### src/rtl/htd_pkg.sv
package htd_pkg;
  typedef enum logic [1:0] {
    END_NONE     = 2'd0,
    END_INDIRECT = 2'd1,
    END_LENGTH   = 2'd2,
    END_LOOP     = 2'd3
  } end_reason_e;
endpackage

### src/rtl/htd_count_table.sv
module htd_count_table #(
  parameter int PC_W       = 32,
  parameter int IDX_W      = 4,
  parameter int HOT_THRESH = 32
) (
  input  logic            clk,
  input  logic            rst_n,
  input  logic            upd_i,
  input  logic [PC_W-1:0] target_i,
  input  logic            arm_ok_i,
  output logic            fire_o
);
  localparam int ENTRIES = 1 << IDX_W;
  localparam int TAG_W   = PC_W - IDX_W - 2;
  localparam int CNT_W   = $clog2(HOT_THRESH + 1);
  localparam logic [CNT_W-1:0] HOT_C = CNT_W'(HOT_THRESH);
  localparam logic [CNT_W-1:0] HOLD_C = CNT_W'(HOT_THRESH - 1);

  function automatic logic [CNT_W-1:0] bump(input logic hit, input logic [CNT_W-1:0] cur);
    return hit ? cur + CNT_W'(1) : CNT_W'(1);
  endfunction

  function automatic logic [CNT_W-1:0] settle(input logic fired, input logic [CNT_W-1:0] nxt);
    if (fired) return '0;
    return (nxt >= HOT_C) ? HOLD_C : nxt;
  endfunction

  logic [TAG_W-1:0] tag_q [ENTRIES];
  logic [CNT_W-1:0] cnt_q [ENTRIES];
  logic [ENTRIES-1:0] vld_q;

  logic [IDX_W-1:0] idx;
  logic [TAG_W-1:0] tag;
  logic             hit;
  logic [CNT_W-1:0] nxt;

  always_comb begin
    idx    = target_i[IDX_W+1:2];
    tag    = target_i[PC_W-1:IDX_W+2];
    hit    = vld_q[idx] && (tag_q[idx] == tag);
    nxt    = bump(hit, cnt_q[idx]);
    fire_o = upd_i && arm_ok_i && (nxt == HOT_C);
  end

  always_ff @(posedge clk) begin
    if (!rst_n) begin
      vld_q <= '0;
      for (int i = 0; i < ENTRIES; i++) begin
        tag_q[i] <= '0;
        cnt_q[i] <= '0;
      end
    end else if (upd_i) begin
      vld_q[idx] <= 1'b1;
      tag_q[idx] <= tag;
      cnt_q[idx] <= settle(fire_o, nxt);
    end
  end
endmodule

### src/rtl/htd_recorder.sv
module htd_recorder
  import htd_pkg::*;
#(
  parameter int PC_W    = 32,
  parameter int MAX_LEN = 256,
  localparam int LEN_W  = $clog2(MAX_LEN + 1)
) (
  input  logic             clk,
  input  logic             rst_n,
  input  logic             fire_i,
  input  logic [PC_W-1:0]  fire_pc_i,
  input  logic             ret_valid,
  input  logic [PC_W-1:0]  ret_pc,
  input  logic             ret_taken,
  input  logic [PC_W-1:0]  ret_target,
  input  logic             ret_indirect,
  output logic             active_o,
  output logic             end_now_o,
  output logic             start_o,
  output logic [PC_W-1:0]  start_pc_o,
  output logic             rec_valid_o,
  output logic [PC_W-1:0]  rec_pc_o,
  output logic             end_o,
  output logic [1:0]       reason_o,
  output logic [LEN_W-1:0] len_o
);
  function automatic end_reason_e classify(input logic ind, input logic loop_back, input logic full);
    if (ind)       return END_INDIRECT;
    if (loop_back) return END_LOOP;
    if (full)      return END_LENGTH;
    return END_NONE;
  endfunction

  logic             active_q;
  logic [PC_W-1:0]  origin_q;
  logic [LEN_W-1:0] len_q;
  logic [LEN_W-1:0] len_next;
  logic             take;
  end_reason_e      why;

  always_comb begin
    len_next  = len_q + LEN_W'(1);
    take      = active_q && ret_valid;
    why       = classify(ret_indirect, ret_taken && (ret_target == origin_q),
                         len_next == LEN_W'(MAX_LEN));
    end_now_o = take && (why != END_NONE);
    active_o  = active_q;
  end

  always_ff @(posedge clk) begin
    if (!rst_n) begin
      active_q    <= 1'b0;
      origin_q    <= '0;
      len_q       <= '0;
      start_o     <= 1'b0;
      start_pc_o  <= '0;
      rec_valid_o <= 1'b0;
      rec_pc_o    <= '0;
      end_o       <= 1'b0;
      reason_o    <= 2'd0;
      len_o       <= '0;
    end else begin
      start_o     <= fire_i;
      rec_valid_o <= take;
      end_o       <= end_now_o;
      if (fire_i) begin
        active_q   <= 1'b1;
        origin_q   <= fire_pc_i;
        start_pc_o <= fire_pc_i;
        len_q      <= '0;
      end
      if (take) begin
        rec_pc_o <= ret_pc;
        len_q    <= len_next;
        if (end_now_o) begin
          active_q <= 1'b0;
          reason_o <= why;
          len_o    <= len_next;
        end
      end
    end
  end
endmodule

### src/rtl/hot_trace_detector.sv
module hot_trace_detector #(
  parameter int PC_W       = 32,
  parameter int IDX_W      = 4,
  parameter int HOT_THRESH = 32,
  parameter int MAX_LEN    = 256,
  localparam int LEN_W     = $clog2(MAX_LEN + 1)
) (
  input  logic             clk,
  input  logic             rst_n,
  input  logic             ret_valid,
  input  logic [PC_W-1:0]  ret_pc,
  input  logic             ret_taken,
  input  logic [PC_W-1:0]  ret_target,
  input  logic             ret_indirect,
  output logic             trc_start,
  output logic [PC_W-1:0]  trc_start_pc,
  output logic             rec_valid,
  output logic [PC_W-1:0]  rec_pc,
  output logic             trc_end,
  output logic [1:0]       trc_end_reason,
  output logic [LEN_W-1:0] trc_len
);
  logic count_upd;
  logic hot_fire;
  logic rec_active;
  logic rec_end_now;

  assign count_upd = ret_valid && ret_taken;

  htd_count_table #(
    .PC_W(PC_W), .IDX_W(IDX_W), .HOT_THRESH(HOT_THRESH)
  ) table_i (
    .clk(clk), .rst_n(rst_n), .upd_i(count_upd), .target_i(ret_target),
    .arm_ok_i(!rec_active), .fire_o(hot_fire)
  );

  htd_recorder #(
    .PC_W(PC_W), .MAX_LEN(MAX_LEN)
  ) rec_i (
    .clk(clk), .rst_n(rst_n), .fire_i(hot_fire), .fire_pc_i(ret_target),
    .ret_valid(ret_valid), .ret_pc(ret_pc), .ret_taken(ret_taken),
    .ret_target(ret_target), .ret_indirect(ret_indirect),
    .active_o(rec_active), .end_now_o(rec_end_now),
    .start_o(trc_start), .start_pc_o(trc_start_pc),
    .rec_valid_o(rec_valid), .rec_pc_o(rec_pc),
    .end_o(trc_end), .reason_o(trc_end_reason), .len_o(trc_len)
  );
endmodule

### config.mk
export PLATFORM = sky130hd
export DESIGN_NAME = hot_trace_detector
export DESIGN_NICKNAME = d
export VERILOG_FILES = /design/src/rtl/htd_pkg.sv /design/src/rtl/htd_count_table.sv /design/src/rtl/htd_recorder.sv /design/src/rtl/hot_trace_detector.sv
export SDC_FILE = /design/constraint.sdc
export NUM_CORES = 1
export LEC_CHECK = 0
export BUFFER_PORTS_ARGS = -buffer_cell sky130_fd_sc_hd__buf_2
export CORE_ASPECT_RATIO = 0.8
export CORE_MARGIN = 5
export CORE_UTILIZATION = 35
export DETAILED_ROUTE_END_ITERATION = 7
export PLACE_DENSITY_LB_ADDON = 0.05
export SYNTH_ARGS = -nofsm -noshare
export SYNTH_HDL_FRONTEND = slang
export SYNTH_SLANG_ARGS = --single-unit
### constraint.sdc
create_clock -name clk -period 4.6 [get_ports clk]
set_input_delay 0.69 -clock clk [delete_from_list [all_inputs] [get_ports clk]]
set_output_delay 0.69 -clock clk [all_outputs]
set_load 0.05 [all_outputs]
## After elaboration in Yosys (flattened, before gate mapping)

Memory sizes are Yosys's and may differ from the RTL's.
Index checks and enable logic that the tools add are counted.

| word-level totals | value |
|---|---|
| memories | 2 |
| memory bits (writable) | 512 |
| word-level logic and storage cells | 76 |
| register bits | 104 |
| input bits | 69 |

Memories:

| memory | depth | width | read ports | clocked after memory_dff | write ports | RTL line | text |
|---|---|---|---|---|---|---|---|
| table_i.tag_q | 16 | 26 | 1 | 0 | 16 | htd_count_table.sv:28 | `logic [TAG_W-1:0] tag_q [ENTRIES];` |
| table_i.cnt_q | 16 | 6 | 1 | 0 | 16 | htd_count_table.sv:29 | `logic [CNT_W-1:0] cnt_q [ENTRIES];` |

| cells by class | value |
|---|---|
| mux-type cells | 40 |
| add/sub/neg operators | 2 |
| reduce and logical (&&, ||, !) cells | 14 |
| $lt $le $gt $ge | 3 |
| bitwise logic cells | 1 |
| eq/ne operators | 4 |

Operator list:

| operator | number |
|---|---|
| 2-to-1 mux 6 bit | 7 |
| equality test 32 bit | 1 |
| equality test 26 bit | 1 |
| 2-to-1 mux 26 bit | 1 |
| OR reduction 26 bit | 1 |
| 2-to-1 mux 1 bit | 20 |
| 2-to-1 mux 9 bit | 2 |
| bitwise OR 16 bit | 1 |
| 2-to-1 mux 2 bit | 6 |
| adder 9 x 1 -> 9 bit, second input constant | 1 |
| equality test 9 bit, second input constant | 1 |
| logical AND 1 bit | 8 |
| 2-to-1 mux 4 bit | 2 |
| adder 6 x 1 -> 6 bit, second input constant | 1 |
| equality test 6 bit, second input constant | 1 |
| >= comparator 6 bit, second input constant | 1 |
| OR reduction 6 bit | 1 |
| < comparator 4 x 5 -> 1 bit, second input constant | 1 |
| binary-select mux 1 bit (select 4 bit) | 1 |
| demux 1 bit (select 4 bit) | 1 |
| >= comparator 4 x 1 -> 1 bit, second input constant | 1 |
| nonzero test 2 bit | 2 |
| AND reduction 2 bit | 1 |
| zero test 1 bit | 1 |

## Longest topological paths before layout

| depth | value |
|---|---|
| depth after elaboration | 13 |
| depth in mapped cells | 18 |
| mapped depth without buffers | 10 |

## Hierarchy

A second synthesis with hierarchy kept.

| second synthesis, totals | value |
|---|---|
| cell total of the unflattened synthesis | 2158 |
| area, all modules | 28783.9 um^2 |

By module, submodules not included:

| module | seq. area each (um^2) | instances | area each (um^2) | cells an instance |
|---|---|---|---|---|
| htd_count_table | 15695.1 | 1 | 24842.6 | 1729 |
| htd_recorder | 1761.7 | 1 | 3931.3 | 427 |
| hot_trace_detector | 0.0 | 1 | 10.0 | 2 |

## Worst setup path before layout

OpenSTA, ideal clock, no wires.

| timing | value |
|---|---|
| kind | in2reg |
| start | input port ret_target[3] |
| end | memory table_i.cnt_q[1][0] (netlist name), data pin |
| arrival | 4.456 ns |
| setup slack | -0.127 ns |
| stages | 17 |
| setup time | 0.271 ns |
| path through | buf_4 > buf_2 > buf_2 > buf_2 > mux4_2 > a22oi_1 > nand2_1 > clkbuf_1 > clkbuf_1 > ha_1 > nor3_1 > nor4b_1 > a41o_1 > nand2_1 > a2111oi_2 > buf_2 > a21oi_1 |

RTL lines:

| element | RTL line | text |
|---|---|---|
| from (decl) | hot_trace_detector.sv:13 | `input logic [PC_W-1:0] ret_target,` |
| to (decl) | htd_count_table.sv:29 |  |

## Worst setup path in the final report

| timing | value |
|---|---|
| start | input port ret_target[2] |
| end | register rec_i.start_pc_o[30] |

| on the way | value |
|---|---|
| word-level cells in the longest chain between the ends | 6 |
| elaborated cells between the ends (all ways) | 10 |
| classes of those cells | 1 x add/sub; 2 x eq/ne; 3 x mux; 2 x reduce/logical; 2 x memory |

RTL lines:

| element | RTL line | text |
|---|---|---|
| branches (longest 3 deep; another with memory read (16 x 6 bit)) | -- |  |
| 2-to-1 mux 6 bit (*) | htd_count_table.sv:20 | `return hit ? cur + CNT_W'(1) : CNT_W'(1);` |
| equality test 6 bit (*) | htd_count_table.sv:42 | `fire_o = upd_i && arm_ok_i && (nxt == HOT_C);` |
| logical AND 1 bit (*) | htd_count_table.sv:42 |  |
| to (signal assigned) | htd_recorder.sv:69 | `start_pc_o <= fire_pc_i;` |
| to (decl) | htd_recorder.sv:20 | `output logic [PC_W-1:0] start_pc_o,` |

Mark *: on every way between the ends. The select of a mux whose other input is x is not followed.
A chain may end at the register's enable or synchronous reset.

==> flow_summary.ini <==
[worst_setup_path]
path_class = input port to flip-flop
crit_family = buffers and inverters
path_common_cell = buf_4
worst-path-buf-inv = 4
crit_path_max_incr_delay_ps = 550
start_kind = input port
critPathArrivalTime_ps = 4510
cp_slowest_cell = mux4_2
crit_path_max_fanout = 41
end_kind = flip-flop
crit_chain = buf_4 > buf_4 > mux4_2 > a221o_1 > o22ai_1 > or4b_1 > a22o_1 > buf_4 > nor4_4 > buf_12 > mux2i_1
cp_data_required_time_ps = 5140

[logic_synthesis]
ys_ff_latch = 616
synth_compound_area_frac = 0.0498
netlist_instances = 2222
ys.flop_type = edfxtp_1
syn_avg_cell_area_sq_um = 12.9
synth_top_cell_by_area = edfxtp_1
async_flop_share = 0
synthXorXnorAreaFrac = 0.0216
synth_top_cell_area_share = 0.534
synth_fa_ha_area_frac = 0.00130
seq_area_frac_synth = 0.607
synth_area_sq_um = 28800
ys_types = 70
synth_top_family_by_area = simple AND/OR/NAND/NOR gates
ys_top_cells_by_area = edfxtp_1, dfxtp_1, and3_1, mux4_2, mux2i_1
synth-simple-area-share = 0.156
yosysWarningCount = 0
synth_edf_count = 512
synthMuxAreaShare = 0.125

[detailed_routing]
wl_um = 98000
wire_per_inst_um = 27.7
drt_iter0_drc = 1826
via_per_inst = 5.47
dr.pass1.iters = 5
vias = 19400
ant_nets = 0
drc = 0

[timing]
final.min_clock_period_ps = 3970
period_share = 0.864
worst_pin_slew_ps = 1140
rsz0062_at_grt = false
finalClockSkew_ps = 19.3
fmax_mhz = 252
tns_ps = 0
hold_viol = 0
setup_violations = 0
slew_viol_final = 0
worst_hold_slack_ps = 312
relSlewSlack = 0.235

[place]
dp.cells = 3412
hpwl_um = 62100
gp_congestion = 0.804
io_buffers = 146

[die]
rows = 94
fp.dieW_um = 331
die_area_sq_um = 88100
ios = 147
chipHeight_um = 266
start_util = 0.351
core_area_sq_um = 81900

[clocking]
clk_pin_slew_ps = 60
h-tree-depth = 3
cts-root-buf = clkbuf_16
cts_buffer_depth = 3
post_cts_resize_count = 0
cts_tree = done
holdBufCountCts = 0
cts_buffers = 72
worstSkewPairLatency_ps = 630
cts.sinks = 616
cts_setup_buffers = 0

[global_route]
grt_pass1_wl_um = 142000
grt_max_degree = 85
antenna_found_initial = 9
track_usage = 0.221
overflow = 0
grt_pass1_vias = 19600

[worst_hold_path]
min_path_type = input port to flip-flop

[power]
powerDensity_nw_per_um2 = 393
leakagePower_nw = 13.4
irDropWorstVdd_mv = 0.231

[flow_run]
maxCapViolations = 0

[finish]
final_cell_mix = edfxtp_1, and3_1, nand2_1
final_common_cell = edfxtp_1
num-fill-cells = 7710
drive_gt1_frac = 0.236
final_nets = 2454
finish.utilization = 0.412
area_delta_synth_final_pct = 17.2
multi_input_area_sq_um = 10300
final_cells = 3543
register_area_sq_um = 17500

[outcome]
status = completed
[stage by stage]
| step | power [W] | cell area, sq um | setup slack [ps] |
|---|---|---|---|
| floorplan | 0.00714 | 28800 | 25.3 |
| global placement | 0.00775 | 31500 | 11.2 |
| detailed placement | 0.00775 | 31500 | -38.1 |
| CTS | 0.0134 | 33700 | 600 |
| global route | 0.0137 | 33700 | 499 |
| finish | 0.0133 | 33700 | 626 |
[kinds of logic after synthesis]
logic type	Yosys count
other	1
XOR/XNOR	71
adder cells (fa/ha/maj)	3
AO/OA/AOI/OAI	196
flip-flops	616
buffers and inverters	250
AND/OR/NAND/NOR	838
multiplexers	247
[worst reg2reg max path: stages (launching register included)]
cell	delay, ps
edfxtp_1	410
mux4_2	500
mux2i_1	220
o21ai_0	140
a31oi_1	250
buf_4	180
a32oi_1	80
or4_1	560
or4b_4	570
buf_12	210
nor3_1	290
[cell usage after synthesis (8+ instances only)]
| master | number |
|---|---|
| edfxtp_1 | 512 |
| and3_1 | 328 |
| nand2_1 | 237 |
| clkbuf_1 | 183 |
| mux2i_1 | 150 |
| nor2_1 | 118 |
| dfxtp_1 | 104 |
| mux4_2 | 89 |
| xnor2_1 | 41 |
| nor3_2 | 40 |
| nor3_1 | 37 |
| a22oi_1 | 34 |
| a21boi_0 | 32 |
| xor2_1 | 30 |
| a21oi_1 | 29 |
| buf_2 | 23 |
| nand3_1 | 20 |
| a22o_1 | 17 |
| buf_4 | 15 |
| buf_6 | 13 |
| nor2b_1 | 12 |
| o21ai_0 | 12 |
| o22ai_1 | 12 |
| a221oi_1 | 11 |
| a31oi_1 | 8 |
| and2_1 | 8 |
| mux2_2 | 8 |
[area by class of cell]
cell class	instances	area share
repair buffers	310	0.0666
well taps	1104	0.0410
clock buffers	98	0.0594
diodes	1	0.0000742
multi-input cells	1371	0.306
clock inverters	32	0.00775
inverters	11	0.00122
flip-flops and latches	616	0.518
[state kept, by name, summed over array words and instances, names as in the netlist]
| register | cells |
|---|---|
| rec_i.active_o | 1 |
| rec_i.end_o | 1 |
| rec_i.len_o | 9 |
| rec_i.len_q | 9 |
| rec_i.reason_o | 2 |
| rec_i.rec_pc_o | 32 |
| rec_i.rec_valid_o | 1 |
| rec_i.start_o | 1 |
| rec_i.start_pc_o | 32 |
| table_i.cnt_q | 96 |
| table_i.tag_q | 416 |
| table_i.vld_q | 16 |
[path summary, 6_finish.rpt]
check,to,cells past startpoint,from,slack [ps]
worst max-delay path,rec_i.start_pc_o[30]$_SDFFE_PN0P_,11,ret_target[2],630
worst min-delay path,rec_i.rec_pc_o[21]$_SDFFE_PN0P_,3,ret_pc[21],310
worst max register to register,table_i.cnt_q[15][4]$_SDFFCE_PN0P_,10,table_i.tag_q[4][17]$_SDFFCE_PN0P_,1020
worst min register to register,table_i.vld_q[13]$_SDFFE_PN0P_,2,table_i.vld_q[13]$_SDFFE_PN0P_,440
[layer usage]
metal / GRT usage / share of wire / wire [um] / up-vias
met5: 0 / 0.00035 / 34 / -
met4: 0.0389 / 0.016 / 1570 / 6
met3: 0.0410 / 0.070 / 6860 / 123
met2: 0.336 / 0.44 / 43200 / 672
met1: 0.335 / 0.47 / 46400 / 9973
li1: - / - / - / 8605
[power by group]
| group | internal [W] | switching [W] | total [W] |
|---|---|---|---|
| clock network | 0.00327 | 0.00236 | 0.00564 |
| registers | 0.00627 | 0.0000693 | 0.00634 |
| logic | 0.000444 | 0.000844 | 0.00129 |
Power figures use the tool's default switching activity.
